--- src/rtl/cag_pkg.sv ---
package cag_pkg;
  typedef enum logic [1:0] {
    CAG_LINEAR = 2'b00,
    CAG_CIRC   = 2'b01,
    CAG_BITREV = 2'b10,
    CAG_HOLD   = 2'b11
  } cag_mode_e;
endpackage

--- src/rtl/cag_window.sv ---
// Orders the two bounds and derives the window length (modulo 2^AW).
module cag_window #(
  parameter int AW = 16
) (
  input  logic [AW-1:0] bound_a,
  input  logic [AW-1:0] bound_b,
  output logic [AW-1:0] lo,
  output logic [AW-1:0] hi,
  output logic [AW-1:0] len
);
  logic a_is_low;

  assign a_is_low = (bound_a <= bound_b);
  assign lo       = a_is_low ? bound_a : bound_b;
  assign hi       = a_is_low ? bound_b : bound_a;
  assign len      = hi - lo + {{(AW-1){1'b0}}, 1'b1};
endmodule

--- src/rtl/cag_fold.sv ---
// Adds a signed step and folds the result back into lo..hi once.
module cag_fold #(
  parameter int AW = 16
) (
  input  logic [AW-1:0] ptr,
  input  logic [AW-1:0] step,
  input  logic [AW-1:0] lo,
  input  logic [AW-1:0] hi,
  input  logic [AW-1:0] len,
  output logic [AW-1:0] addr,
  output logic          over_hi,
  output logic          under_lo
);
  localparam int EW = AW + 2;

  function automatic logic signed [EW-1:0] wide_sum(input logic [AW-1:0] p,
                                                    input logic [AW-1:0] s);
    logic signed [EW-1:0] pe;
    logic signed [EW-1:0] se;
    pe = $signed({2'b00, p});
    se = $signed({{2{s[AW-1]}}, s});
    return pe + se;
  endfunction

  logic signed [EW-1:0] sum_w;
  logic signed [EW-1:0] lo_w;
  logic signed [EW-1:0] hi_w;
  logic [AW-1:0]        raw;

  assign sum_w    = wide_sum(ptr, step);
  assign lo_w     = $signed({2'b00, lo});
  assign hi_w     = $signed({2'b00, hi});
  assign over_hi  = (sum_w > hi_w);
  assign under_lo = (sum_w < lo_w);
  assign raw      = ptr + step;

  always_comb begin
    if (over_hi)       addr = raw - len;
    else if (under_lo) addr = raw + len;
    else               addr = raw;
  end
endmodule

--- src/rtl/cag_revadd.sv ---
// Addition with the carry running from the top bit toward bit 0.
module cag_revadd #(
  parameter int AW = 16
) (
  input  logic [AW-1:0] ptr,
  input  logic [AW-1:0] step,
  output logic [AW-1:0] addr
);
  logic [AW-1:0] ptr_r;
  logic [AW-1:0] step_r;
  logic [AW-1:0] sum_r;

  for (genvar i = 0; i < AW; i++) begin : g_flip_in
    assign ptr_r[i]  = ptr[AW-1-i];
    assign step_r[i] = step[AW-1-i];
  end

  assign sum_r = ptr_r + step_r;

  for (genvar i = 0; i < AW; i++) begin : g_flip_out
    assign addr[i] = sum_r[AW-1-i];
  end
endmodule

--- src/rtl/circ_addr_gen.sv ---
module circ_addr_gen
  import cag_pkg::*;
#(
  parameter int AW = 16
) (
  input  logic          clk,
  input  logic          rst_n,
  input  logic          wr_lo_bound,
  input  logic          wr_hi_bound,
  input  logic          wr_ptr,
  input  logic [AW-1:0] wr_data,
  input  logic [AW-1:0] step,
  input  logic [1:0]    mode,
  input  logic          upd,
  output logic [AW-1:0] cur_addr,
  output logic [AW-1:0] nxt_addr
);
  logic [AW-1:0] bound_a_q;
  logic [AW-1:0] bound_b_q;
  logic [AW-1:0] ptr_q;

  // Named internal events, visible to the bound checker.
  logic [AW-1:0] win_lo;
  logic [AW-1:0] win_hi;
  logic [AW-1:0] win_len;
  logic [AW-1:0] circ_addr;
  logic [AW-1:0] rev_addr;
  logic [AW-1:0] lin_addr;
  logic          fold_hi;
  logic          fold_lo;
  cag_mode_e     mode_e;

  assign mode_e = cag_mode_e'(mode);

  cag_window #(.AW(AW)) u_window (
    .bound_a (bound_a_q),
    .bound_b (bound_b_q),
    .lo      (win_lo),
    .hi      (win_hi),
    .len     (win_len)
  );

  cag_fold #(.AW(AW)) u_fold (
    .ptr      (ptr_q),
    .step     (step),
    .lo       (win_lo),
    .hi       (win_hi),
    .len      (win_len),
    .addr     (circ_addr),
    .over_hi  (fold_hi),
    .under_lo (fold_lo)
  );

  cag_revadd #(.AW(AW)) u_revadd (
    .ptr  (ptr_q),
    .step (step),
    .addr (rev_addr)
  );

  assign lin_addr = ptr_q + step;

  always_comb begin
    unique case (mode_e)
      CAG_LINEAR: nxt_addr = lin_addr;
      CAG_CIRC:   nxt_addr = circ_addr;
      CAG_BITREV: nxt_addr = rev_addr;
      default:    nxt_addr = ptr_q;
    endcase
  end

  always_ff @(posedge clk or negedge rst_n) begin
    if (!rst_n) begin
      bound_a_q <= '0;
      bound_b_q <= '0;
      ptr_q     <= '0;
    end else begin
      if (wr_lo_bound) bound_a_q <= wr_data;
      if (wr_hi_bound) bound_b_q <= wr_data;
      if (wr_ptr)      ptr_q     <= wr_data;
      else if (upd)    ptr_q     <= nxt_addr;
    end
  end

  assign cur_addr = ptr_q;
endmodule

--- config.mk ---
export PLATFORM = sky130hd
export DESIGN_NAME = circ_addr_gen
export DESIGN_NICKNAME = d
export VERILOG_FILES = /design/src/rtl/cag_pkg.sv /design/src/rtl/cag_window.sv /design/src/rtl/cag_fold.sv /design/src/rtl/cag_revadd.sv /design/src/rtl/circ_addr_gen.sv
export SDC_FILE = /design/constraint.sdc
export NUM_CORES = 1
export LEC_CHECK = 0
export BUFFER_PORTS_ARGS = -buffer_cell sky130_fd_sc_hd__clkbuf_2
export CELL_PAD_IN_SITES_DETAIL_PLACEMENT = 0
export CELL_PAD_IN_SITES_GLOBAL_PLACEMENT = 2
export CORE_ASPECT_RATIO = 0.5
export CORE_UTILIZATION = 38
export DETAILED_ROUTE_END_ITERATION = 10
export HOLD_SLACK_MARGIN = 0.06
export PLACE_DENSITY = 0.95
export SLEW_MARGIN = 40
export SYNTH_ARGS = -nofsm -noshare
export SYNTH_HDL_FRONTEND = slang
export SYNTH_SLANG_ARGS = --single-unit
export TNS_END_PERCENT = 30
--- constraint.sdc ---
create_clock -name clk -period 11.5 [get_ports clk]
set_clock_uncertainty 0.2 [all_clocks]
set_input_delay 0 -clock clk [delete_from_list [all_inputs] [get_ports clk]]
set_output_delay 0 -clock clk [all_outputs]
set_load 0.05 [all_outputs]
== Word level (Yosys, flattened, before mapping) ==
Index checks and enable logic that the tools add are counted.
W data, S select, Z words.

* $lt $le $gt $ge: 3
* $add $sub $neg: 7
* Eq/ne operators: 2
* Multiplexer cells: 7
* Reductions and logical operators: 2

{| class="wikitable"
|+ Operator list
! operator !! number
|-
| $mux W16 || 6
|-
| $add A16 B16 Y16 || 3
|-
| $pmux W16 S3 || 1
|-
| $sub A16 B16 Y16 || 2
|-
| $add A17 B16 Y18 || 1
|-
| $gt A18 B17 Y1 || 1
|-
| $lt A18 B17 Y1 || 1
|-
| $add A16 B1 Y16 const B || 1
|-
| $le A16 B16 Y1 || 1
|-
| $eq A2 B1 Y1 const B || 1
|-
| $eq A2 B2 Y1 const B || 1
|-
| $logic_not A2 Y1 || 1
|-
| $reduce_bool A2 Y1 || 1
|}

* Output and inout port bits: 32
* Bits of input ports: 40
* Word-level logic and storage cells: 24
* Register bits: 48

== Logic depth before layout (Yosys ltp) ==
Gate-level depths: netlist of run 1.

* Depth after elaboration: 10
* Depth in mapped cells: 33
* Mapped depth without buffers: 31

== Hierarchy ==
A second synthesis of run 1 with hierarchy kept.

* Cell total of the unflattened synthesis: 1102
* Area, all modules: 8745.9 um^2

{| class="wikitable"
|+ Modules (own cells, without submodules)
! module !! area each (um^2) !! sequential area each (um^2) !! cells each !! times used
|-
| cag_fold || 3173.0 || 0.0 || 446 || 1
|-
| circ_addr_gen || 3129.3 || 1201.2 || 295 || 1
|-
| cag_window || 1719.1 || 0.0 || 263 || 1
|-
| cag_revadd || 724.4 || 0.0 || 98 || 1
|}

== Least setup slack after synthesis of run 1 ==
Ideal clock, no wire load.

* Path kind: register to register
* Start: register bound_a_q[11]
* End: register ptr_q[13] (netlist: cur_addr[13])
* Stages on the path, launching flop included: 28
* Clock period less this slack: 7.294 ns
* Setup time: 0.072 ns
* Path buffers: 2
* Arrival time: 7.022 ns
* Data required time: 11.228 ns
* Path slack: 4.206 ns
* Path through: dfrtp_1 ha_1 a41o_1 a21oi_1 o2bb2ai_1 o31ai_1 clkbuf_1 clkbuf_1 a21oi_1 nor2b_1 ha_1 a21oi_1 o21bai_1 a21oi_1 o21bai_1 a21oi_1 xnor2_1 ha_1 inv_1 a21o_1 a41oi_1 nor2_1 o31a_1 a221oi_1 xor2_1 o22ai_1 a221oi_1 a221o_1

* Cells in the longest elaborated chain, start to end: 10
* Elaborated cells between the ends (all ways): 14
* Classes of those cells: 4 x add/sub; 3 x order compare; 7 x mux

{| class="wikitable"
|+ Ends and longest elaborated chain
! what !! line !! RTL
|-
| start, declared || circ_addr_gen.sv:18 || <nowiki>logic [AW-1:0] bound_a_q;</nowiki>
|-
| start signal, assigned || circ_addr_gen.sv:77 || <nowiki>if (wr_lo_bound) bound_a_q <= wr_data;</nowiki>
|-
| $le A16 B16 Y1 || cag_window.sv:13 || <nowiki>assign a_is_low = (bound_a <= bound_b);</nowiki>
|-
| $mux W16, on equally long branches || cag_window.sv:15, cag_window.sv:14 ||
|-
| $sub A16 B16 Y16 || cag_window.sv:16 || <nowiki>assign len = hi - lo + {{(AW-1){1'b0}}, 1'b1};</nowiki>
|-
| $add A16 B1 Y16 || cag_window.sv:16 ||
|-
| $add A16 B16 Y16 || cag_fold.sv:39 || <nowiki>else if (under_lo) addr = raw + len;</nowiki>
|-
| $mux W16 || cag_fold.sv:39 ||
|-
| $mux W16 * || cag_fold.sv:38 || <nowiki>if (over_hi) addr = raw - len;</nowiki>
|-
| $pmux W16 S3 * || circ_addr_gen.sv:63 || <nowiki>unique case (mode_e)</nowiki>
|-
| net nxt_addr[13] || circ_addr_gen.sv:16 || <nowiki>output logic [AW-1:0] nxt_addr</nowiki>
|-
| $mux W16 * || circ_addr_gen.sv:80 || <nowiki>else if (upd) ptr_q <= nxt_addr;</nowiki>
|-
| $mux W16 * || circ_addr_gen.sv:79 || <nowiki>if (wr_ptr) ptr_q <= wr_data;</nowiki>
|-
| end signal, assigned || circ_addr_gen.sv:79 ||
|-
| end signal, assigned || circ_addr_gen.sv:80 ||
|-
| end, declared || circ_addr_gen.sv:20 || <nowiki>logic [AW-1:0] ptr_q;</nowiki>
|}

The timed path passes the listed nets; every way through them passes the cells marked *. The select of a mux whose other input is x is not followed.
A chain may end at the register's enable or synchronous reset.

== Final worst setup path of run 1 ==
* Start: register bound_a_q[11]
* End: output port nxt_addr[15]

* Cells in the longest elaborated chain, start to end: 8
* Elaborated cells between the ends (all ways): 12
* Classes of those cells: 4 x add/sub; 3 x order compare; 5 x mux

{| class="wikitable"
|+ Ends and longest elaborated chain
! what !! line
|-
| $le A16 B16 Y1 || cag_window.sv:13
|-
| $mux W16, on equally long branches || cag_window.sv:15, cag_window.sv:14
|-
| $sub A16 B16 Y16 || cag_window.sv:16
|-
| $add A16 B1 Y16 || cag_window.sv:16
|-
| $add A16 B16 Y16 || cag_fold.sv:39
|-
| $mux W16 || cag_fold.sv:39
|-
| $mux W16 * || cag_fold.sv:38
|-
| $pmux W16 S3 * || circ_addr_gen.sv:63
|-
| end, declared || circ_addr_gen.sv:16
|}

Every way passes the cells marked *; elsewhere a longest branch is shown, timed or not.

==> results of run 1 <==
flip-flops by register name (all words and copies together) (netlist names):
signal,count
bound_b_q,16
bound_a_q,16
cur_addr,16
routing by layer:
metal	track usage [%]	vias to the layer above	part of all wire [%]
li1	-	3750	-
met1	36.5	3578	52
met2	33.2	263	39
met3	3.67	28	7.5
met4	5.21	0	1.4
met5	0	-	0
critical path, delay by kind of cell (launching register included):
kind / cells / cell delay (ns)
and+or+nand+nor: 9 / 1.10
adders and majority gates: 3 / 1.01
DFF: 1 / 0.41
buffers and inverters: 3 / 0.85
AOI/OAI and AO/OA: 13 / 3.34
xor gates and xnor gates: 1 / 0.14
where the power goes:
group	switching [mW]	leakage [nW]	internal [mW]	total [mW]
clock network	0.0776	0.0804	0.104	0.181
logic	1.47	3.27	0.895	2.37
registers	0.0288	0.573	0.192	0.221
total	1.58	3.92	1.19	2.77
what timing repair did:
action,CTS,global route
endpoints found under the hold margin,96,0
setup endpoints to repair,0,0
hold buffers,17,0
stage by stage:
stage	power, mW	instance area, µm²
final	2.77	8520
after global routing	3.01	8520
after CTS	2.74	8520
after detailed placement	2.54	8180
after global placement	2.52	8170
after floorplan	2.02	7610
area by class of cell:
type | count | area [µm²]
clock inverters | 3 | 46.3
flip-flops and latches | 48 | 1200
inverters | 67 | 251
fillers | 1984 | 11000
repair buffers | 95 | 578
multi-input cells | 835 | 5980
well taps | 266 | 333
clock buffers | 5 | 125
cell usage in the layout (no fill, tap or decap), types with 8 or more instances in the layout:
master | synthesis | routed
ha_1 | 109 | 109
a21oi_1 | 95 | 95
nor2_1 | 90 | 90
nand2_1 | 83 | 83
clkbuf_2 | 0 | 71
o21ai_0 | 71 | 70
inv_1 | 67 | 67
dfrtp_1 | 48 | 48
xnor2_1 | 41 | 41
nor3_1 | 30 | 30
a21o_1 | 23 | 23
mux2_2 | 22 | 22
nor2b_1 | 21 | 20
mux2i_1 | 19 | 19
xor2_1 | 17 | 17
dlygate4sd3_1 | 0 | 17
nand2b_1 | 15 | 15
nand4_1 | 14 | 14
nand3_1 | 14 | 14
a31oi_1 | 11 | 11
o31ai_1 | 12 | 11
o21bai_1 | 9 | 9
o22ai_1 | 9 | 9
o211ai_1 | 8 | 8
o21a_1 | 8 | 8
a221o_1 | 8 | 8
logic make-up (layout without fill, tap and decap cells):
| logic type | Yosys count | after routing | share of synthesized area (%) |
|---|---|---|---|
| AOI/OAI and AO/OA | 312 | 312 | 26.7 |
| and+or+nand+nor | 309 | 309 | 19.8 |
| buffers and inverters | 115 | 170 | 5.89 |
| adders and majority gates | 114 | 114 | 19.2 |
| xor gates and xnor gates | 58 | 58 | 6.68 |
| DFF | 48 | 48 | 15.8 |
| muxes | 42 | 42 | 5.90 |
path summary, 6_finish.rpt:
| path | from | end | slack, ns | cells past startpoint |
|---|---|---|---|---|
| hold / removal | upd | cur_addr[7] | 0.08 | 3 |
| max in group asynchronous | rst_n | bound_b_q[14] | 10.49 | 3 |
| min in group asynchronous | rst_n | cur_addr[13] | 0.11 | 3 |
| setup / recovery | bound_a_q[11] | nxt_addr[15] | 4.14 | 29 |
| hold reg to reg | bound_a_q[10] | bound_a_q[10] | 0.36 | 1 |
| setup reg to reg | bound_a_q[11] | cur_addr[15] | 4.41 | 29 |
==> metrics.md, run 1 <==
| Metric | Value |
|---|---|
| Synth Area per Inst | 7.63 µm² |
| Root buffer cell | clkbuf_16 |
| Largest net degree at the start of global routing | 49 |
| Worst slew margin | between 30 and 40% |
| Synth cell count leaders | ha_1, a21oi_1, nor2_1 |
| First-pass GRT wire length | 37.7 mm |
| Die area | 20600 µm² |
| Boundary Pins | 72 |
| Hold_ws | 0.0820 ns |
| Initial antenna violation count | 0 |
| Critical Path Max Stage Delay | 0.58 ns |
| Setup TNS | 0 ns |
| Hold Fails Final Rpt | 0 |
| Crit start category | register |
| Iter 0 DRT Violations | 560 |
| Die Height | 102 µm |
| Die width | 202 µm |
| Slew @ Worst Pin | 0.914 ns |
| CTS tree | yes |
| VDD IR-drop max | 0.115 mV |
| Area Growth Syn to Fin | 12.0% |
| H-tree depth | 2 |
| Syn_nets | 1152 |
| Fin crit share | 64.0% |
| Core Region | 19500 µm² |
| P_leak | 3.92 nW |
| Synth warn | 0 |
| Port Buffers | 71 |
| Resize count post-CTS | 0 |
| Ratio of cells with drive above 1 in the final layout | 12.1% |
| Final Util | 43.6% |
| Drt first pass iters | 5 |
| Routed wire length | around 25 mm |
| Number of synthesized register bits | between 40 and 50 |
| Clk buf depth | 2 |
| Status | completed |
| Post-Place Worst Slack | 4.49 ns |
| Critical path capture point type | output port |
| Initial core utilization | approximately 39% |
| FMAX | 136 MHz |
| Num CTS Buffers | 5 |
| Post-Layout Cell Count | about 1.3k |
| Final worst slack | 4.14 ns |
| CP Class | reg2out |
| Detailed Place HPWL | around 20 mm |
| Count leader, synth | ha_1 |
| Crit-path slowest cell | o41ai_1 |
| Final ANT Viol Nets | 0 |
| Worst Path Required | about 11 ns |
| GR Overflow Total | 0 |
| Asr flop ratio synth | between 90% and 100% |
| Ys flop type | dfrtp_1 |
| Vias/cell | 5.78 |
| # DRC | 0 |
| Library cells used by synthesis | 74 |
| Post-synth EDFFs | 0 |
| Total GRT Usage | 23.5% |
| CTS Sinks | 48 |
| Reg clk slew, reported paths | 0.08 ns |
| Most used cell, CP | a21oi_1 |
| Placed Cells | 1294 |
| Post-CTS Setup Bufs | 0 |
| Seq/Total Area, Yosys | 15.8% |
| Pwr/cell area | 325 nW/µm² |
| ANT cells | 0 |
| Critical path fanouts, max | 41 |
| Routed WL per cell | 18.6 µm |
| Clk Latency, worst-skew pair | 0.31 ns |
| Row cnt | 36 |
| Max-cap viol count | 0 |
| Post-synth top area cell | ha_1 |
| Final setup fails | 0 |
| Syn Inst Count | 998 |
| Final Max Tran Viols | 0 |
| Final #Nets | 1206 |
| Worst hold path class | in2reg |
| Synth top area cells | ha_1, dfrtp_1, a21oi_1, xnor2_1, o21ai_0 |
| CP arrival | 7.16 ns |
| Yosys top cell area share | 17.9% |
| Netlist Area Pre-Place | around 7600 µm² |
| RD Place Congestion | ~0.92 |
| Final min period | 7.36 ns |
| Unrepaired setup endpoints after global routing | no |
| Vias | 7619 |
| Vias in the first global route | 6783 |
(Power assumes the default switching activity.)
==> run 2: changes to the inputs <==
Settings changed: ABC_AREA set to 1, CORE_UTILIZATION 38 to 31, PLACE_DENSITY 0.95 to 0.91.
Clock period 11.5 ns to 6.7 ns, I/O delays scaled along.
==> run 2 against run 1 <==
Against the previous run: critical path depth rose by 1; first-iteration DRC count rose by 8.4%; final cell count rose by 24%; worst hold slack improved by 0.010 ns; non-clock buffer count rose by 12; register-to-register slack got worse by 3.5 ns; combinational power rose by 60%; sequential share of layout area fell by 1.0 points; critical endpoint is now nxt_addr[14].
==> metrics.md, run 2 <==
| Metric | Value |
|---|---|
| Status | completed |
| Area Growth Syn to Fin | 16.1% |
| Asr flop ratio synth | 100% (unchanged) |
| Syn_nets | 1389 (+21%) |
| Sequential fraction of design power | 8.0% (about the same) |
| Clk buf depth | 2 (unchanged) |
| Pwr/cell area | 491 nW/µm² (+51%) |
| Final Max Tran Viols | 0 (unchanged) |
| CTS tree | yes |
| Synth cell count leaders | nand2_1, inv_1, ha_1 |
| Final setup fails | 0 (unchanged) |
| Clk Latency, worst-skew pair | 0.31 ns (about the same) |
| CP arrival | 6.07 ns (-1.09 ns) |
| Post-synthesis compound-gate area fraction | 20.7% (-6.1 points) |
| Critical path capture point type | output port |
| Final min period | between 6 and 7 ns |
| Seq/Total Area, Yosys | 15.2% (-0.62 points) |
| Final Util | 37.5% (-6.1 points) |
| Routed WL per cell | 17.7 µm (-4.8%) |
| Number of synthesized register bits | 48 (unchanged) |
| Die area | 26200 µm² (+27%) |
| Worst hold path class | in2reg |
| Crit start category | register |
| Internal power | 1.85 mW (+55%) |
| Library cells used by synthesis | 53 (-28%) |
| Worst Path Required | 6.50 ns (-4.80 ns) |
| Boundary Pins | 72 (unchanged) |
| # DRC | 0 (unchanged) |
| Core Region | 24500 µm² (+25%) |
| Hold Fails Final Rpt | 0 (unchanged) |
| Critical Path Max Stage Delay | 0.45 ns (-0.13 ns) |
| Ys flop type | dfrtp_1 |
| Switch Pwr | 2.67 mW (+69%) |
| Critical path fanouts, max | 46 (+12%) |
| Row cnt | 40 (+11%) |
| Drt first pass iters | 6 (+1) |
| H-tree depth | 2 (unchanged) |
| Reg area | 1200 µm² (unchanged) |
| Post-synth EDFFs | 0 (unchanged) |
| FF-to-FF Start | bound_b_q[15] |
| Final ANT Viol Nets | 0 (unchanged) |
| Most frequent cells in the layout | nand2_1, inv_1, ha_1 |
| Final #Nets | 1460 (+21%) |
| Post-synthesis adder-cell area fraction | 18.5% (-0.76 points) |
| Post-synth top area cell | ha_1 |
| Die Height | 115 µm (+13%) |
| Synth warn | 0 (unchanged) |
| Total GRT Usage | 22.0% (-1.5 points) |
| Multi-input gate area | 5970 µm² (-0.27%) |
| Routed wire length | 29.0 mm (+18%) |
| Fin crit share | 93.6% |
| Post-synthesis xor/xnor area fraction | 5.31% (-1.4 points) |
| RD Place Congestion | 0.930 (+1.2%) |
| P_leak | 4.83 nW (+23%) |
| First-pass GRT wire length | 44.8 mm (+19%) |
| Synth top area cells | ha_1, dfrtp_1, nand2_1, inv_1, nand3_1 |
| Worst Setup SP | bound_b_q[15] |
| Vias in the first global route | 7976 (+18%) |
| Reg clk slew, reported paths | 0.08 ns (about the same) |
| Iter 0 DRT Violations | 607 (+8.4%) |
| Comb power frac | 84.3% (-1.2 points) |
| Synth Area per Inst | 6.42 µm² (-16%) |
| Most common cell after layout, fill and taps aside | nand2_1 |
| Worst slew margin | 46.2% (+7.5 points) |
| Count leader, synth | nand2_1 |
| Crit-path slowest cell | ha_2 |
| Largest family of logic cells by synthesized area | simple AND/OR/NAND/NOR gates |
| Vias | 8615 (+13%) |
| ANT cells | 0 (unchanged) |
| Vias/cell | 5.25 (-9.2%) |
| Num CTS Buffers | 5 (unchanged) |
| Yosys top cell area share | 17.2% (-0.71 points) |
| Root buffer cell | clkbuf_16 |
| Netlist Area Pre-Place | 7920 µm² (+4.1%) |
| Die width | 228 µm (+13%) |
| Simple-gate share of the synthesized area | 28.2% (+8.4 points) |
| Filler cells | 2717 (+37%) |
| Max-cap viol count | 0 (unchanged) |
| Hold_sp | mode[1] |
| Slew @ Worst Pin | 0.806 ns (-0.107 ns) |
| CP Class | reg2out |
| Largest net degree at the start of global routing | 49 (unchanged) |
| Initial core utilization | 32.3% (-6.6 points) |
| Switching Share | 59.1% (+2.1 points) |
| Overall Power | 4.51 mW (+63%) |
| FMAX | 160 MHz |
| VDD IR-drop max | 0.201 mV (+75%) |
| Clock power frac | 7.7% (+1.2 points) |
| Initial antenna violation count | 0 (unchanged) |
| Detailed Place HPWL | 23.8 mm (+20%) |
| Port Buffers | 71 (unchanged) |
| Most used cell, CP | nand2_1 |
| GR Overflow Total | 0 (unchanged) |
| Multiplexer area fraction after synthesis | 1.56% (-4.3 points) |
| CTS Sinks | 48 (unchanged) |
| Syn Inst Count | 1235 (+24%) |
| Ratio of cells with drive above 1 in the final layout | 12.7% (+0.65 points) |
[run 2: cell count changes in the layout (fill, tap and decap cells not counted), moves of 19 or more]
cell     delta
nor3_1     -23
nand3_1    +85
nor2b_1    -20
inv_1     +103
xnor2_1    -35
nand2_1   +199
mux2i_1    -19
a21o_1     -21
xor2_1     +25
[run 2: through the flow]
stage	hold slack (ns)	TNS, ns	cell area [µm²]	setup slack, ns	cells
after global placement	-0.0376	0	8730	0.306	1615
final	0.0922	0	9200	0.432	1642
after CTS	0.102	0	9100	0.0778	1640
after detailed placement	-0.00754	0	8730	0.147	1615
after global routing	0.142	-0.0420	9200	-0.0310	1642
after floorplan	-0.496	0	7920	0.116	1235
[run 2: critical path, delay by kind of cell, from the launching register on]
family	cells	cell delay (ns)
XOR/XNOR	1	0.27
AO/OA/AOI/OAI	8	1.62
adder cells (fa/ha/maj)	3	1.12
AND/OR/NAND/NOR	12	1.65
flip-flops	1	0.34
buffers and inverters	6	0.74
[run 2: layout make-up]
type,instances,area share (%)
multi-input combinational,971,64.9
sequential,48,13.1
timing repair buffer,107,8.41
inverter,173,7.06
tap,336,4.57
clock buffer,5,1.36
clock inverter,2,0.653
[run 2: worst paths after layout]
check                                end  slack [ns]  depth (start not counted)
min in group asynchronous    cur_addr[8]        0.18                          3
max in group asynchronous  bound_a_q[15]        5.62                          3
hold / removal              cur_addr[14]        0.09                          7
setup reg to reg            cur_addr[14]        0.88                         32
setup / recovery            nxt_addr[14]        0.43                         30
hold reg to reg             bound_b_q[9]        0.35                          2
[run 2: logic make-up (layout without fill, tap and decap cells)]
group,Yosys count,count (layout)
adder cells (fa/ha/maj),114,114
AO/OA/AOI/OAI,280,280
AND/OR/NAND/NOR,517,518
XOR/XNOR,48,48
buffers and inverters,217,287
multiplexers,11,11
flip-flops,48,48
[run 2: routing by layer]
layer / global-route usage (%) / up-vias / share of wire (%)
met1: 32.5 / 4095 / 51
li1: - / 4266 / -
met2: 34.3 / 227 / 42
met5: 0 / - / 0
met3: 2.03 / 27 / 5.2
met4: 5.10 / 0 / 1.8
[run 2: power by group through the flow]
stage	registers, mW	logic, mW	clock network (mW)
after floorplan	0.408	2.58	0
after global placement	0.365	3.65	0
after detailed placement	0.366	3.65	0
after CTS	0.361	3.69	0.351
after global routing	0.367	4.21	0.359
final	0.362	3.80	0.347
[run 2: what timing repair did]
action | CTS | global route
setup endpoints to repair | 2 | 10
setup buffers | 0 | 1
gates cloned | 0 | 1
pin swaps | 0 | 2
resized for setup | 3 | 25
hold buffers | 18 | 0
hold endpoints to repair | 96 | 0
